==> src/rtl/spi_ml_pkg.sv <==
package spi_ml_pkg;
  typedef enum logic [2:0] {
    ST_IDLE,
    ST_LEAD,
    ST_HIGH,
    ST_LOW,
    ST_TRAIL,
    ST_DONE,
    ST_HOLD
  } spi_ml_state_e;
endpackage

==> src/rtl/spi_ml_clkdiv.sv <==
module spi_ml_clkdiv #(
  parameter int DIV_W = 3,
  localparam int CNT_W = 2 ** DIV_W
) (
  input  logic             clk_i,
  input  logic             rst_ni,
  input  logic             restart_i,
  input  logic             run_i,
  input  logic [DIV_W-1:0] sel_i,
  output logic             tick_o
);
  logic [DIV_W-1:0] sel_q;
  logic [CNT_W-1:0] cnt_q;
  logic [CNT_W-1:0] lim;

  // half period of 2^sel clocks
  assign lim    = (CNT_W'(1) << sel_q) - CNT_W'(1);
  assign tick_o = run_i && (cnt_q == lim);

  always_ff @(posedge clk_i or negedge rst_ni) begin
    if (!rst_ni) begin
      sel_q <= '0;
      cnt_q <= '0;
    end else if (restart_i) begin
      sel_q <= sel_i;
      cnt_q <= '0;
    end else if (run_i) begin
      cnt_q <= tick_o ? '0 : cnt_q + CNT_W'(1);
    end
  end
endmodule

==> src/rtl/spi_ml_rx_lane.sv <==
module spi_ml_rx_lane #(
  parameter int DATA_W = 32
) (
  input  logic              clk_i,
  input  logic              rst_ni,
  input  logic              clr_i,
  input  logic              sample_i,
  input  logic              miso_i,
  output logic [DATA_W-1:0] word_o
);
  always_ff @(posedge clk_i or negedge rst_ni) begin
    if (!rst_ni)       word_o <= '0;
    else if (clr_i)    word_o <= '0;
    else if (sample_i) word_o <= {word_o[DATA_W-2:0], miso_i};
  end
endmodule

==> src/rtl/spi_ml_master.sv <==
module spi_ml_master
  import spi_ml_pkg::*;
#(
  parameter int XFER_LEN = 24,
  parameter int DATA_W   = 32,
  parameter int LANES    = 4,
  parameter int DIV_W    = 3,
  localparam int BIT_W   = (XFER_LEN > 1) ? $clog2(XFER_LEN) : 1
) (
  input  logic                         clk_i,
  input  logic                         rst_ni,
  input  logic                         go_i,
  input  logic [DIV_W-1:0]             div_sel_i,
  input  logic [DATA_W-1:0]            tx_word_i,
  input  logic [LANES-1:0]             miso_i,
  output logic                         done_o,
  output logic [BIT_W-1:0]             bit_num_o,
  output logic [LANES-1:0][DATA_W-1:0] rx_word_o,
  output logic                         cs_o,
  output logic                         sclk_o,
  output logic                         mosi_o
);
  spi_ml_state_e       st_q;
  logic [XFER_LEN-1:0] sh_q;
  logic [BIT_W-1:0]    bit_q;
  logic                cs_q, sclk_q;
  logic                tick, start, run, sample, last_bit;

  assign start    = (st_q == ST_IDLE) && go_i;
  assign run      = (st_q == ST_LEAD) || (st_q == ST_HIGH) ||
                    (st_q == ST_LOW)  || (st_q == ST_TRAIL);
  assign sample   = tick && ((st_q == ST_LEAD) || (st_q == ST_LOW));
  assign last_bit = (bit_q == BIT_W'(XFER_LEN - 1));

  spi_ml_clkdiv #(.DIV_W(DIV_W)) u_div (
    .clk_i    (clk_i),
    .rst_ni   (rst_ni),
    .restart_i(start),
    .run_i    (run),
    .sel_i    (div_sel_i),
    .tick_o   (tick)
  );

  for (genvar l = 0; l < LANES; l++) begin : g_lane
    spi_ml_rx_lane #(.DATA_W(DATA_W)) u_rx (
      .clk_i   (clk_i),
      .rst_ni  (rst_ni),
      .clr_i   (start),
      .sample_i(sample),
      .miso_i  (miso_i[l]),
      .word_o  (rx_word_o[l])
    );
  end

  always_ff @(posedge clk_i or negedge rst_ni) begin
    if (!rst_ni) begin
      st_q   <= ST_IDLE;
      sh_q   <= '0;
      bit_q  <= '0;
      cs_q   <= 1'b0;
      sclk_q <= 1'b0;
    end else begin
      unique case (st_q)
        ST_IDLE: if (go_i) begin
          st_q  <= ST_LEAD;
          cs_q  <= 1'b1;
          sh_q  <= tx_word_i[XFER_LEN-1:0];
          bit_q <= '0;
        end
        ST_LEAD, ST_LOW: if (tick) begin
          sclk_q <= 1'b1;
          st_q   <= ST_HIGH;
        end
        ST_HIGH: if (tick) begin
          sclk_q <= 1'b0;
          if (last_bit) st_q <= ST_TRAIL;
          else begin
            bit_q <= bit_q + BIT_W'(1);
            sh_q  <= sh_q << 1;
            st_q  <= ST_LOW;
          end
        end
        ST_TRAIL: if (tick) begin
          cs_q <= 1'b0;
          st_q <= ST_DONE;
        end
        ST_DONE: st_q <= go_i ? ST_HOLD : ST_IDLE;
        ST_HOLD: if (!go_i) st_q <= ST_IDLE;
        default: st_q <= ST_IDLE;
      endcase
    end
  end

  assign done_o    = (st_q == ST_DONE);
  assign bit_num_o = bit_q;
  assign cs_o      = cs_q;
  assign sclk_o    = sclk_q;
  assign mosi_o    = cs_q & sh_q[XFER_LEN-1];
endmodule

==> config.mk <==
export PLATFORM = sky130hd
export DESIGN_NAME = spi_ml_master
export DESIGN_NICKNAME = d
export VERILOG_FILES = /design/src/rtl/spi_ml_pkg.sv /design/src/rtl/spi_ml_clkdiv.sv /design/src/rtl/spi_ml_rx_lane.sv /design/src/rtl/spi_ml_master.sv
export SDC_FILE = /design/constraint.sdc
export NUM_CORES = 1
export LEC_CHECK = 0
export ABC_AREA = 1
export BUFFER_PORTS_ARGS = -buffer_cell sky130_fd_sc_hd__buf_2
export CAP_MARGIN = 20
export CORE_MARGIN = 2
export CORE_UTILIZATION = 54
export DETAILED_ROUTE_END_ITERATION = 10
export PLACE_DENSITY = 0.92
export SYNTH_ARGS = -nofsm -noshare
export SYNTH_HDL_FRONTEND = slang
export SYNTH_HIERARCHICAL = 1
export SYNTH_SLANG_ARGS = --single-unit
export TNS_END_PERCENT = 10
==> constraint.sdc <==
create_clock -name clk_i -period 2.6 [get_ports clk_i]
set_input_delay 0.52 -clock clk_i [delete_from_list [all_inputs] [get_ports clk_i]]
set_output_delay 0.52 -clock clk_i [all_outputs]
set_load 0.02 [all_outputs]
After elaboration in Yosys (flattened, before gate mapping):

Index checks and enable logic that the tools add are counted.

* $add $sub $neg: 3
* equal/unequal tests: 14
* shifts and indexed selects: 1
* muxes and demuxes: 32
* bitwise logic cells: 1
* reduce and logical (&&, ||, !) cells: 18

Operators with widths (number)
* $mux 32: 8
* $mux 24: 3
* $pmux 24 s2: 1
* $mux 8: 3
* $mux 3: 7
* $pmux 3 s6: 1
* $mux 5: 3
* $ne 2x2->1 const B: 6
* $pmux 5 s2: 1
* $reduce_bool 2->1: 5
* $eq 3x3->1 const B: 3
* $add 8x1->8 const B: 1
* $eq 8x8->1: 1
* $shl 1x3->8 const A: 1
* $sub 8x2->8 const B: 1
* $eq 3x2->1 const B: 2
* $reduce_and 3->1: 2
* $add 5x1->5 const B: 1
* $eq 5x5->1 const B: 1
* $reduce_and 5->1: 1
* $logic_or 1x1->1: 4
* $pmux 1 s2: 2
* $reduce_and 4->1: 1
* $eq 3x1->1 const B: 1
* other kinds (5): 9

* flip-flop bits (word level): 173
* bits of input ports: 42
* output and inout bits: 137
* word-level logic and storage cells: 80

Longest topological paths before layout:

Gate-level depths: netlist of run 1.

* word-level depth: 8
* depth in mapped cells: 19

Modules after synthesis:

Netlist of run 1, hierarchy kept.

By module, submodules not included
* spi_ml_rx_lane: instances 4, cells each 140, area each 1285.0 um2, seq. area each 800.8 um2
* spi_ml_master: instances 1, cells each 274, area each 1903.1 um2, seq. area each 850.8 um2
* spi_ml_clkdiv: instances 1, cells each 114, area each 792.0 um2, seq. area each 275.3 um2

Worst setup path after synthesis of run 1:

No wires, ideal clock.

* path kind: register to register
* start: register st_q[0]
* end: register u_div.cnt_q[0]
* setup time: 0.066 ns
* arrival: 2.198 ns
* required time: 2.534 ns
* slack: 0.336 ns
* cell stages (with the launch flop): 9
* buffers on the path: 1
* period minus slack after synthesis: 2.264 ns
* cells stage by stage: dfrtp_1 -> nor2_1 -> nand2_1 -> nor2_1 -> buf_2 -> nor2_2 -> nor2_8 -> nand3_1 -> nand2_1

RTL lines
* from (decl): RTL line spi_ml_master.sv:23 `spi_ml_state_e st_q;`
* from (signal assigned): RTL line spi_ml_master.sv:87 `ST_DONE: st_q <= go_i ? ST_HOLD : ST_IDLE;`
* $logic_not 3->1 *: RTL line spi_ml_master.sv:29 `assign start = (st_q == ST_IDLE) && go_i;`
* $logic_and 1x1->1 *: RTL line spi_ml_master.sv:29
* net start: RTL line spi_ml_master.sv:27 `logic tick, start, run, sample, last_bit;`
* $mux 8 or $reduce_bool 2->1 (tied branches)
* to (signal assigned): RTL line spi_ml_clkdiv.sv:28 `cnt_q <= tick_o ? '0 : cnt_q + CNT_W'(1);`
* to (decl): RTL line spi_ml_clkdiv.sv:13 `logic [CNT_W-1:0] cnt_q;`

The timed path passes the listed nets; every way through them passes the cells marked *. The select of a mux whose other input is x is not followed.
A chain may end at the register's enable or synchronous reset.

Worst setup path after layout of run 1:

* start: register st_q[1]
* end: register sh_q[12]

* word-level cells in the longest chain between the ends: 7

RTL lines
* $eq 3x1->1 or $eq 3x2->1 (tied branches): RTL line spi_ml_master.sv:30 `assign run = (st_q == ST_LEAD) || (st_q == ST_HIGH) ||`
* $logic_or 1x1->1 (2 in a row): RTL line spi_ml_master.sv:30
* $logic_or 1x1->1 *: RTL line spi_ml_master.sv:31 `(st_q == ST_LOW) || (st_q == ST_TRAIL);`
* net run: RTL line spi_ml_master.sv:27
* $logic_and 1x1->1 *: RTL line spi_ml_clkdiv.sv:18 `assign tick_o = run_i && (cnt_q == lim);`
* net tick: RTL line spi_ml_master.sv:27
* $ne 2x2->1 (no line) *
* $reduce_and 4->1 (no line) *
* to (signal assigned): RTL line spi_ml_master.sv:67 `sh_q <= tx_word_i[XFER_LEN-1:0];`
* to (signal assigned): RTL line spi_ml_master.sv:79 `sh_q <= sh_q << 1;`
* to (decl): RTL line spi_ml_master.sv:24 `logic [XFER_LEN-1:0] sh_q;`

The timed path passes the listed nets; every way through them passes the cells marked *.

==> run metrics, run 1 <==
max frequency between 0.4 and 0.5 GHz; hold crit path type input port to async pin; status finished, final reports clean; CTS tree done; Synth top area share 0.553; Startpoint Class flip-flop; highest metal used met4; RSZ-0062 raised after global routing false; Finished Layout Cells ~1300; wire per inst roughly 14 um; largest net degree at the start of global routing 74; die width between 100 and 150 um; Max stage delay cell, worst path dfrtp_2; Critical Path Sink Type flip-flop; Final Max Slew Viols 0; H-tree levels 4; final hold vios 0; Post-synth EDFFs 0; via/cell ratio between 5 and 6; chip height 124 um; M1 WL 7.84 mm; CTS Buf Count 17; WHS around 0.11 ns; PwrDens 912 nW/um^2; fin nets 1148; io pins around 180; worst endpoint required time slightly below 3 ns; Overflow after GRT 0; worst ir drop on vdd approximately 0.57 mV; min cycle time layout roughly 2.4 ns; sequential area share after synthesis 0.553; Diodes inserted 0; initial DRC count 497; # setup viols final 0; cts hold-fix bufs 0; Worst slew margin 0.521; IO buf count 170; first-pass GRT wire length about 30 mm; CTS Sinks about 170; Post-Synth XOR/XNOR Area 0.00559; Leak between 5 and 6 nW; area grow syn2layout 20.0%; most frequent cell after synthesis nand2_1; clk_lat worst skew around 0.43 ns; Ys Warns 6; ys async rst share 1.00; Clock Skew 0.00726 ns; crit path max fanout 17; Compound-Gate Fraction of Synth Area 0.0105; Mapped Nets 992; Post-Place Cells ~1300; wire length on met2 approximately 8.5 mm; MaxCap Viol Count 0; post-synthesis cell area approximately 8000 um^2; Starting Density 0.545; gpl congestion 0.899; Met3 Wirelength approximately 1.2 mm; Post-Synth Simple-Gate Area 0.363; worst path arrival time around 2.7 ns; Total Wirelength around 18 mm; antenna violations before repair 0; DRT Pass-1 Iters 5; Design Power around 8.6 mW; Setup CP Type flip-flop to flip-flop; post-synthesis mux area share 0; core region area 14400 um^2; Least-Margin Pin Slew ~0.72 ns; Max clock buf depth 2; Die ar. about 15000 um^2; Yosys top cell by area dfrtp_1; Post-Synthesis Cells roughly 950; Post-DRT Antenna Nets 0; largest family of logic cells by synthesized area simple AND/OR/NAND/NOR gates; Remaining DRCs 0; clk slew on worst S/H paths 0.06 ns; Yosys reg bits approximately 170; final worst-path cycle share 0.925; Adder-Cell Fraction of Synth Area 0.00319; max incr delay on CP 0.45 ns; Avg Inst Size Synth approximately 8.3 um^2; prevailing post-synth register cell dfrtp_1; Via Count 6884; Global Route Usage Sum 0.233; CP dominant cell by count nand2_1; synth unique cells 24; CP cell instances nor2_4 -> nand2_1 -> nand2_2 -> nand2_1 -> nor2_2 -> nand2_2 -> nor2_4 -> nand3_4 -> inv_2 -> inv_1 -> nand3_1 -> nand2_1 -> inv_4 -> nand2_1 -> buf_4 -> nand2_1 -> nand2_1; most instantiated cells after synthesis 449 x nand2_1, 177 x nand3_1, 173 x dfrtp_1; layout cell share with drive strength beyond 1 0.231; vias in the first global route roughly 6200; final setup TNS 0 ns; synth top area cells dfrtp_1 55%, nand2_1 22%, nand3_1 11%, buf_2 2.3%, buf_6 2.3%; row cnt 44; root buffer cell clkbuf_16; dpl hpwl around 12 mm
==> timing repair <==
item                                    4_1_cts  5_1_grt
resized for setup                             0        9
endpoints found under the setup margin        0      156
setup buffers                                 0        1
==> metrics by stage <==
step,area [um^2],worst slack (ns),util
floorplan,7840,0.336,-
global placement,8790,0.118,0.612
detailed placement,8790,0.0310,0.612
CTS,9370,0.0188,0.652
global route,9410,0.00567,0.655
finish,9410,0.194,0.655
==> registers in the layout, indices dropped and copies added (netlist names) <==
| name | flops |
|---|---|
| u_div/cnt_q | 8 |
| u_div/sel_q | 3 |
| sh_q | 24 |
| st_q | 3 |
| g_lane.u_rx/word_o | 128 |
| cs_o | 1 |
| sclk_o | 1 |
| bit_num_o | 5 |
==> layer usage <==
layer	GRT usage	up-vias
met5	0	-
met4	0.0839	0
met3	0.0550	29
met2	0.351	240
met1	0.333	3292
li1	-	3323
==> power by group <==
| part | total, mW | switching [mW] | internal (mW) |
|---|---|---|---|
| clock network | 2.46 | 1.06 | 1.40 |
| registers | 3.32 | 0.288 | 3.03 |
| logic | 2.79 | 1.92 | 0.872 |
| total | 8.58 | 3.27 | 5.31 |
==> kinds of logic after synthesis <==
group	after synthesis
buffers and inverters	88
AOI/OAI and AO/OA	15
and+or+nand+nor	665
DFF	173
adders and majority gates	2
xor gates and xnor gates	5
==> critical path: cells and delay by family (launching register included) <==
family,cells,cell delay (ns)
AND/OR/NAND/NOR,13,1.30
buffers and inverters,4,0.52
flip-flops,1,0.45
==> final cells by class <==
cell class              count  area [um^2]
well taps                 184          230
multi-input cells         688         3020
inverters                  31          119
fillers                  1141         4960
flip-flops and latches    173         4330
clock buffers              20          467
repair buffers            193         1120
clock inverters            12          113
==> placed cells by master, fill, tap and decap left out, types with 2 or more instances in the layout <==
cell type	netlist	layout
inv_2	9	8
buf_12	0	7
clkbuf_8	0	3
ha_1	2	2
clkbuf_16	0	17
dfrtp_1	173	170
buf_2	36	169
nand2_1	449	448
nand4_1	4	4
clkinv_2	0	3
nand2_2	2	3
dfrtp_2	0	3
nor2_1	13	10
buf_4	5	15
o21ai_0	9	9
nand3b_1	2	2
nand3_1	177	177
buf_6	16	2
inv_6	0	2
clkinv_4	0	4
clkinvlp_4	0	2
nor2_4	5	8
nor3_1	4	4
nor2_2	6	7
o21bai_1	2	2
xor2_1	5	5
inv_1	22	22
a21oi_1	3	3
==> path summary, 6_finish.rpt <==
check / end / cells past startpoint / slack [ns] / startpoint
max in group asynchronous: g_lane[2].u_rx/word_o[6]$_DFFE_PN0P_ / 2 / 1.72 / rst_ni
setup reg to reg: sh_q[12]$_DFFE_PN0P_ / 17 / 0.19 / st_q[1]$_DFFE_PN0P_
hold reg to reg: g_lane[1].u_rx/word_o[31]$_DFFE_PN0P_ / 2 / 0.47 / g_lane[1].u_rx/word_o[31]$_DFFE_PN0P_
setup / recovery: sh_q[12]$_DFFE_PN0P_ / 17 / 0.19 / st_q[1]$_DFFE_PN0P_
hold / removal: g_lane[1].u_rx/word_o[26]$_DFFE_PN0P_ / 1 / 0.11 / rst_ni
min in group clk_i: u_div/sel_q[2]$_DFFE_PN0P_ / 3 / 0.30 / div_sel_i[2]
(Power assumes the default switching activity.)
==> run 2: changes to the inputs <==
- PLACE_DENSITY: 0.92 -> 0.8
==> run 2 against run 1 <==
Clock skew up 0.0024 ns. Clock power hardly changed. Sequential power is essentially flat. Critical path type unchanged. Largest power group unchanged.
==> run metrics, run 2 (synthesis gave the netlist of run 1 again) <==
max frequency 0.418 GHz (+0.49%); Final Max Slew Viols 0 (unchanged); Post-Place Cells 1267 (unchanged); layout cell share with drive strength beyond 1 0.226 (-0.00448); Startpoint Class flip-flop; Finished Layout Cells 1301 (unchanged); die width 124 um (unchanged); Global Route Usage Sum 0.226 (-0.00676); Critical Path Sink Type flip-flop; fillcell total 1184 (+3.8%); Regs by FF count g_lane.u_rx/word_o x128, sh_q x24, u_div/cnt_q x8; Leak 5.65 nW (about the same); CTS Sinks 173 (unchanged); root buffer cell clkbuf_16; CTS Buf Count 17 (unchanged); initial DRC count 554 (+11%); Worst slew margin 0.371 (-0.150); chip height 124 um (unchanged); Final Cell Area 9390 um^2 (-0.15%); first-pass GRT wire length 29.2 mm (-2.5%); Design Power 8.54 mW (-0.48%); vias in the first global route 5940 (-4.0%); most flop-heavy register g_lane.u_rx/word_o; most frequent cells in the layout 449 x nand2_1, 177 x nand3_1, 173 x dfrtp_1; Starting Density 0.545 (unchanged); Place WS 0.138 ns (+0.107 ns); Max clock buf depth 2 (unchanged); CTS tree done; io pins 179 (unchanged); worst path arrival time 2.71 ns (about the same); DRT Pass-1 Iters 5 (unchanged); Die ar. 15500 um^2 (unchanged); Remaining DRCs 0 (unchanged); crit path max fanout 29 (+12); Final Core Density 0.654 (-0.000958); core region area 14400 um^2 (unchanged); Diodes inserted 0 (unchanged); H-tree levels 4 (unchanged); commonest non-fill, non-tap cell in the layout nand2_1; fin nets 1148 (unchanged); Post-DRT Antenna Nets 0 (unchanged); Clock Skew 0.00966 ns (+0.00240 ns); worst ir drop on vdd 0.495 mV (-13%); hold crit path type input port to flip-flop; worst endpoint required time 2.91 ns (about the same); wire per inst 13.2 um (-3.6%); WHS 0.303 ns (+0.194 ns); Least-Margin Pin Slew 0.941 ns (+0.224 ns); MaxCap Viol Count 0 (unchanged); final worst-path cycle share 0.921 (-0.00455); Placed Area 8770 um^2 (-0.14%); clk_lat worst skew 0.43 ns (about the same); antenna violations before repair 0 (unchanged); Largest register FFs 128 (unchanged); area grow syn2layout 19.9%; dpl hpwl 11.2 mm (-4.7%); largest net degree at the start of global routing 52 (-30%); min cycle time layout 2.39 ns (-0.0118 ns); clk slew on worst S/H paths 0.07 ns (about the same); final hold vios 0 (unchanged); row cnt 44 (unchanged); # setup viols final 0 (unchanged); Overflow after GRT 0 (unchanged); Final WS setup 0.206 ns (+0.0118 ns); via/cell ratio 5.21 (-1.6%); final setup TNS 0 ns (unchanged); Total Wirelength 17.2 mm (-3.6%); PwrDens 909 nW/um^2 (-0.34%); gpl congestion 0.867 (-3.5%); IO buf count 170 (unchanged); Setup CP Type flip-flop to flip-flop; Via Count 6774 (-1.6%); status finished, final reports clean
-- run 2: worst max-delay path, cell delays in order (launching register included) --
cell and delay (ns):
dfrtp_1 0.44, nor2_2 0.20, nand2_1 0.12, nand2_1 0.13, nand2_1 0.08, nor2_2 0.11, nand2_2 0.07, nor2_4 0.10
nand3_4 0.07, inv_2 0.06, inv_1 0.11, nand3_1 0.13, nand2_1 0.10, inv_4 0.13, nand2_1 0.06, buf_4 0.22
nand2_1 0.10, nand2_1 0.06
-- run 2: area by class of cell --
cell class	count	area, um^2	share of cell area
Tap cell	184	230	0.0245
Timing Repair Buffer	193	1110	0.119
Multi-Input combinational cell	688	3020	0.321
Clock buffer	17	425	0.0453
Clock inverter	15	158	0.0168
Inverter	31	119	0.0127
Sequential cell	173	4330	0.461
-- run 2: path summary, 6_finish.rpt --
kind                                                       start                                     to  slack, ns  depth (start not counted)
min in group asynchronous                                 rst_ni  g_lane[1].u_rx/word_o[23]$_DFFE_PN0P_       0.50                          2
setup / recovery                             st_q[1]$_DFFE_PN0P_               bit_num_o[4]$_DFFE_PN0P_       0.21                         17
hold reg to reg            g_lane[0].u_rx/word_o[31]$_DFFE_PN0P_  g_lane[0].u_rx/word_o[31]$_DFFE_PN0P_       0.47                          2
max in group asynchronous                                 rst_ni               bit_num_o[4]$_DFFE_PN0P_       1.44                          3
setup reg to reg                             st_q[1]$_DFFE_PN0P_               bit_num_o[4]$_DFFE_PN0P_       0.21                         17
hold / removal                                      div_sel_i[1]             u_div/sel_q[1]$_DFFE_PN0P_       0.30                          3
-- run 2: metal layers --
layer	global-route usage	vias to the layer above	routed length [um]	share of wire
li1	-	3328	-	-
met1	0.334	3215	7980	0.46
met2	0.339	217	8040	0.47
met3	0.0546	14	1020	0.059
met4	0.0608	0	186	0.011
met5	0	-	0	0
-- run 2: power breakdown --
part	switching [mW]	internal [mW]
combinational	1.90	0.843
sequential	0.274	3.03
clock	1.13	1.35
-- run 2: what timing repair did --
action / CTS / global route
hold endpoints to repair: 15 / 0
gates resized for setup: 0 / 5
endpoints found under the setup margin: 0 / 97
hold buffers: 1 / 0
setup buffers: 0 / 0
==> run 3: changes to the inputs <==
==> constraint.sdc (replaced) <==
create_clock -name clk_i -period 2.3 [get_ports clk_i]
set_input_delay 0.46 -clock clk_i [delete_from_list [all_inputs] [get_ports clk_i]]
set_output_delay 0.46 -clock clk_i [all_outputs]
set_load 0.05 [all_outputs]
==> run 3 against run 2 <==
Design area is 3.3% higher. The flow now finishes with violations (negative hold slack). Setup slack got worse by 0.071 ns. Largest power group is now combinational logic. Highest routed layer unchanged. Sequential share of layout area shrank 1.5 points. Non-clock buffer count up 23. Critical path type unchanged. Largest cell class unchanged. Global-route usage up 0.66 points.
==> run metrics, run 3 (synthesis gave the netlist of run 1 again) <==
Max clock buf depth 2 (unchanged); vias in the first global route 6268 (+5.5%); most flop-heavy register g_lane.u_rx/word_o; Starting Density 0.545 (unchanged); largest net degree at the start of global routing 64 (+23%); MaxCap Viol Count 0 (unchanged); Worst slew margin 0.535 (+0.164); P_sw 4.04 mW (+22%); Design Power 10.4 mW (+22%); Clock Skew 0.00693 ns (-0.00273 ns); die width 124 um (unchanged); most frequent cells in the layout 446 x nand2_1, 177 x nand3_1, 173 x dfrtp_1; Post-DRT Antenna Nets 0 (unchanged); Regs by FF count g_lane.u_rx/word_o x128, sh_q x24, u_div/cnt_q x8; worst ir drop on vdd 0.578 mV (+17%); CP cell instances nor2_4 -> nand2_2 -> nand2_2 -> nand2_1 -> nor2_2 -> nand2_2 -> nor2_4 -> nand3_4 -> inv_2 -> inv_2 -> nor2_4 -> buf_12 -> nor2_4 -> buf_12 -> nand2_1 -> nand2_1; max incr delay on CP 0.41 ns (-0.03 ns); CP dominant cell by count nor2_4; internal power 6.33 mW (+21%); CTS Sinks 173 (unchanged); R2R Path End g_lane[2].u_rx/word_o[20]$_DFFE_PN0P_; WHS -0.00552 ns (-0.309 ns); crit path from st_q[0]$_DFFE_PN0P_; R2R depth 16 (-1); R2R Path Start st_q[0]$_DFFE_PN0P_; crit path max fanout 8 (-72%); Overflow after GRT 0 (unchanged); Clk pwr share 0.276 (-0.016); wire per inst 13.9 um (+4.9%); CTS Buf Count 17 (unchanged); H-tree levels 4 (unchanged); reg-to-reg slack, setup 0.14 ns (-0.07 ns); Startpoint Class flip-flop; DRT Pass-1 Iters 5 (unchanged); status finished, violations left; Via Count 6906 (+1.9%); io pins 179 (unchanged); Place WS 0.0100 ns (-0.128 ns); Least-Margin Pin Slew 0.696 ns (-0.245 ns); failing checks negative hold slack; Die ar. 15500 um^2 (unchanged); min cycle time layout 2.16 ns (-0.229 ns); clk slew on worst S/H paths 0.07 ns (about the same); Final Max Slew Viols 0 (unchanged); Remaining DRCs 0 (unchanged); Global Route Usage Sum 0.233 (+0.00655); hold crit path type input port to async pin; gpl congestion 0.884 (+2.0%); initial DRC count 508 (-8.3%); chip height 124 um (unchanged); fin nets 1170 (+1.9%); cts hold-fix bufs 0 (-1); clk_lat worst skew 0.43 ns (about the same); row cnt 44 (unchanged); Leak 5.81 nW (+2.9%); layout cell share with drive strength beyond 1 0.245 (+0.0185); commonest non-fill, non-tap cell in the layout nand2_1; core region area 14400 um^2 (unchanged); worst endpoint required time 2.60 ns (-0.31 ns); Setup CP Type flip-flop to flip-flop; Diodes inserted 0 (unchanged); dpl hpwl 11.7 mm (+4.3%); # setup viols final 0 (unchanged); area grow syn2layout 23.8%; sequential share of power 0.360 (-0.027); root buffer cell clkbuf_16; highest metal used met4; max frequency 0.462 GHz (+11%); CTS tree done; Largest register FFs 128 (unchanged); first-pass GRT wire length 30.0 mm (+2.7%); Critical Path Sink Type flip-flop; Comb power frac 0.364 (+0.043); Total Wirelength 18.4 mm (+6.7%); M1 WL 8.28 mm (+3.7%); Final WS setup 0.135 ns (-0.0709 ns); Max stage delay cell, worst path dfrtp_1; PwrDens 1070 nW/um^2 (+18%); antenna violations before repair 0 (unchanged); final hold vios 4 (+4); worst path arrival time 2.46 ns (-0.25 ns); Met3 Wirelength 1.09 mm (+7.2%); wire length on met2 8.75 mm (+8.9%); sw frac 0.390 (+0.00224); via/cell ratio 5.22 (+0.25%); RSZ-0062 raised after global routing true; final worst-path cycle share 0.941 (+0.0205); IO buf count 170 (unchanged)
-- run 3: cell count changes in the layout (fill, tap and decap cells not counted), sizes merged --
cell | before | now
dlygate4sd3 | 1 | 0
clkbuf | 17 | 23
nor2 | 26 | 25
clkinv | 6 | 4
buf | 192 | 211
bufinv | 1 | 2
-- run 3: repair_timing --
action,in CTS,in global routing
resized for setup,1,13
pin swaps,1,5
cloned,0,7
endpoints found under the setup margin,8,160
buffers inserted,0,6
-- run 3: layout make-up --
type,instances,area [um^2]
fillers,1167,4670
flip-flops and latches,173,4330
multi-input cells,687,3020
repair buffers,216,1420
clock buffers,18,429
well taps,184,230
clock inverters,14,158
inverters,31,116
-- run 3: layer usage --
layer | up-vias | global-route usage
met3 | 20 | 0.0515
met1 | 3283 | 0.320
li1 | 3369 | -
met5 | - | 0
met2 | 234 | 0.374
met4 | 0 | 0.0714
-- run 3: worst max path at each step --
stage                                            endpoint  slack (ns)
detailed placement  g_lane[2].u_rx/word_o[21]$_DFFE_PN0P_        0.01
global route        g_lane[2].u_rx/word_o[20]$_DFFE_PN0P_       -0.02
finish              g_lane[2].u_rx/word_o[20]$_DFFE_PN0P_        0.14
global placement    g_lane[2].u_rx/word_o[17]$_DFFE_PN0P_        0.05
floorplan                      u_div/cnt_q[0]$_DFFE_PN0P_        0.04
CTS                 g_lane[2].u_rx/word_o[21]$_DFFE_PN0P_       0.003
-- run 3: stage by stage --
| step | TNS, ns | hold WS, ns | instances | util | area (um^2) |
|---|---|---|---|---|---|
| 2_1_floorplan | 0 | 0.164 | 948 | - | 7840 |
| 3_3_place_gp | 0 | 0.450 | 1278 | 0.618 | 8880 |
| 3_5_place_dp | 0 | 0.455 | 1278 | 0.618 | 8880 |
| 4_1_cts | 0 | 0.0234 | 1310 | 0.660 | 9480 |
| 5_1_grt | -0.0709 | 0.0392 | 1323 | 0.675 | 9700 |
| 6_report | 0 | -0.00552 | 1323 | 0.675 | 9700 |
-- run 3: critical path: cells and delay by family, from the launching register on --
kind | cells | cell delay [ns]
DFF | 1 | 0.41
and+or+nand+nor | 12 | 1.15
buffers and inverters | 4 | 0.47
-- run 3: power by group through the flow --
stage,Clock (mW),Combinational [mW],Sequential (mW)
6_report,2.86,3.77,3.74
5_1_grt,3.05,4.21,3.79
4_1_cts,2.92,3.45,3.72
3_5_place_dp,0,3.44,3.77
3_3_place_gp,0,3.38,3.76
2_1_floorplan,0,2.48,4.01
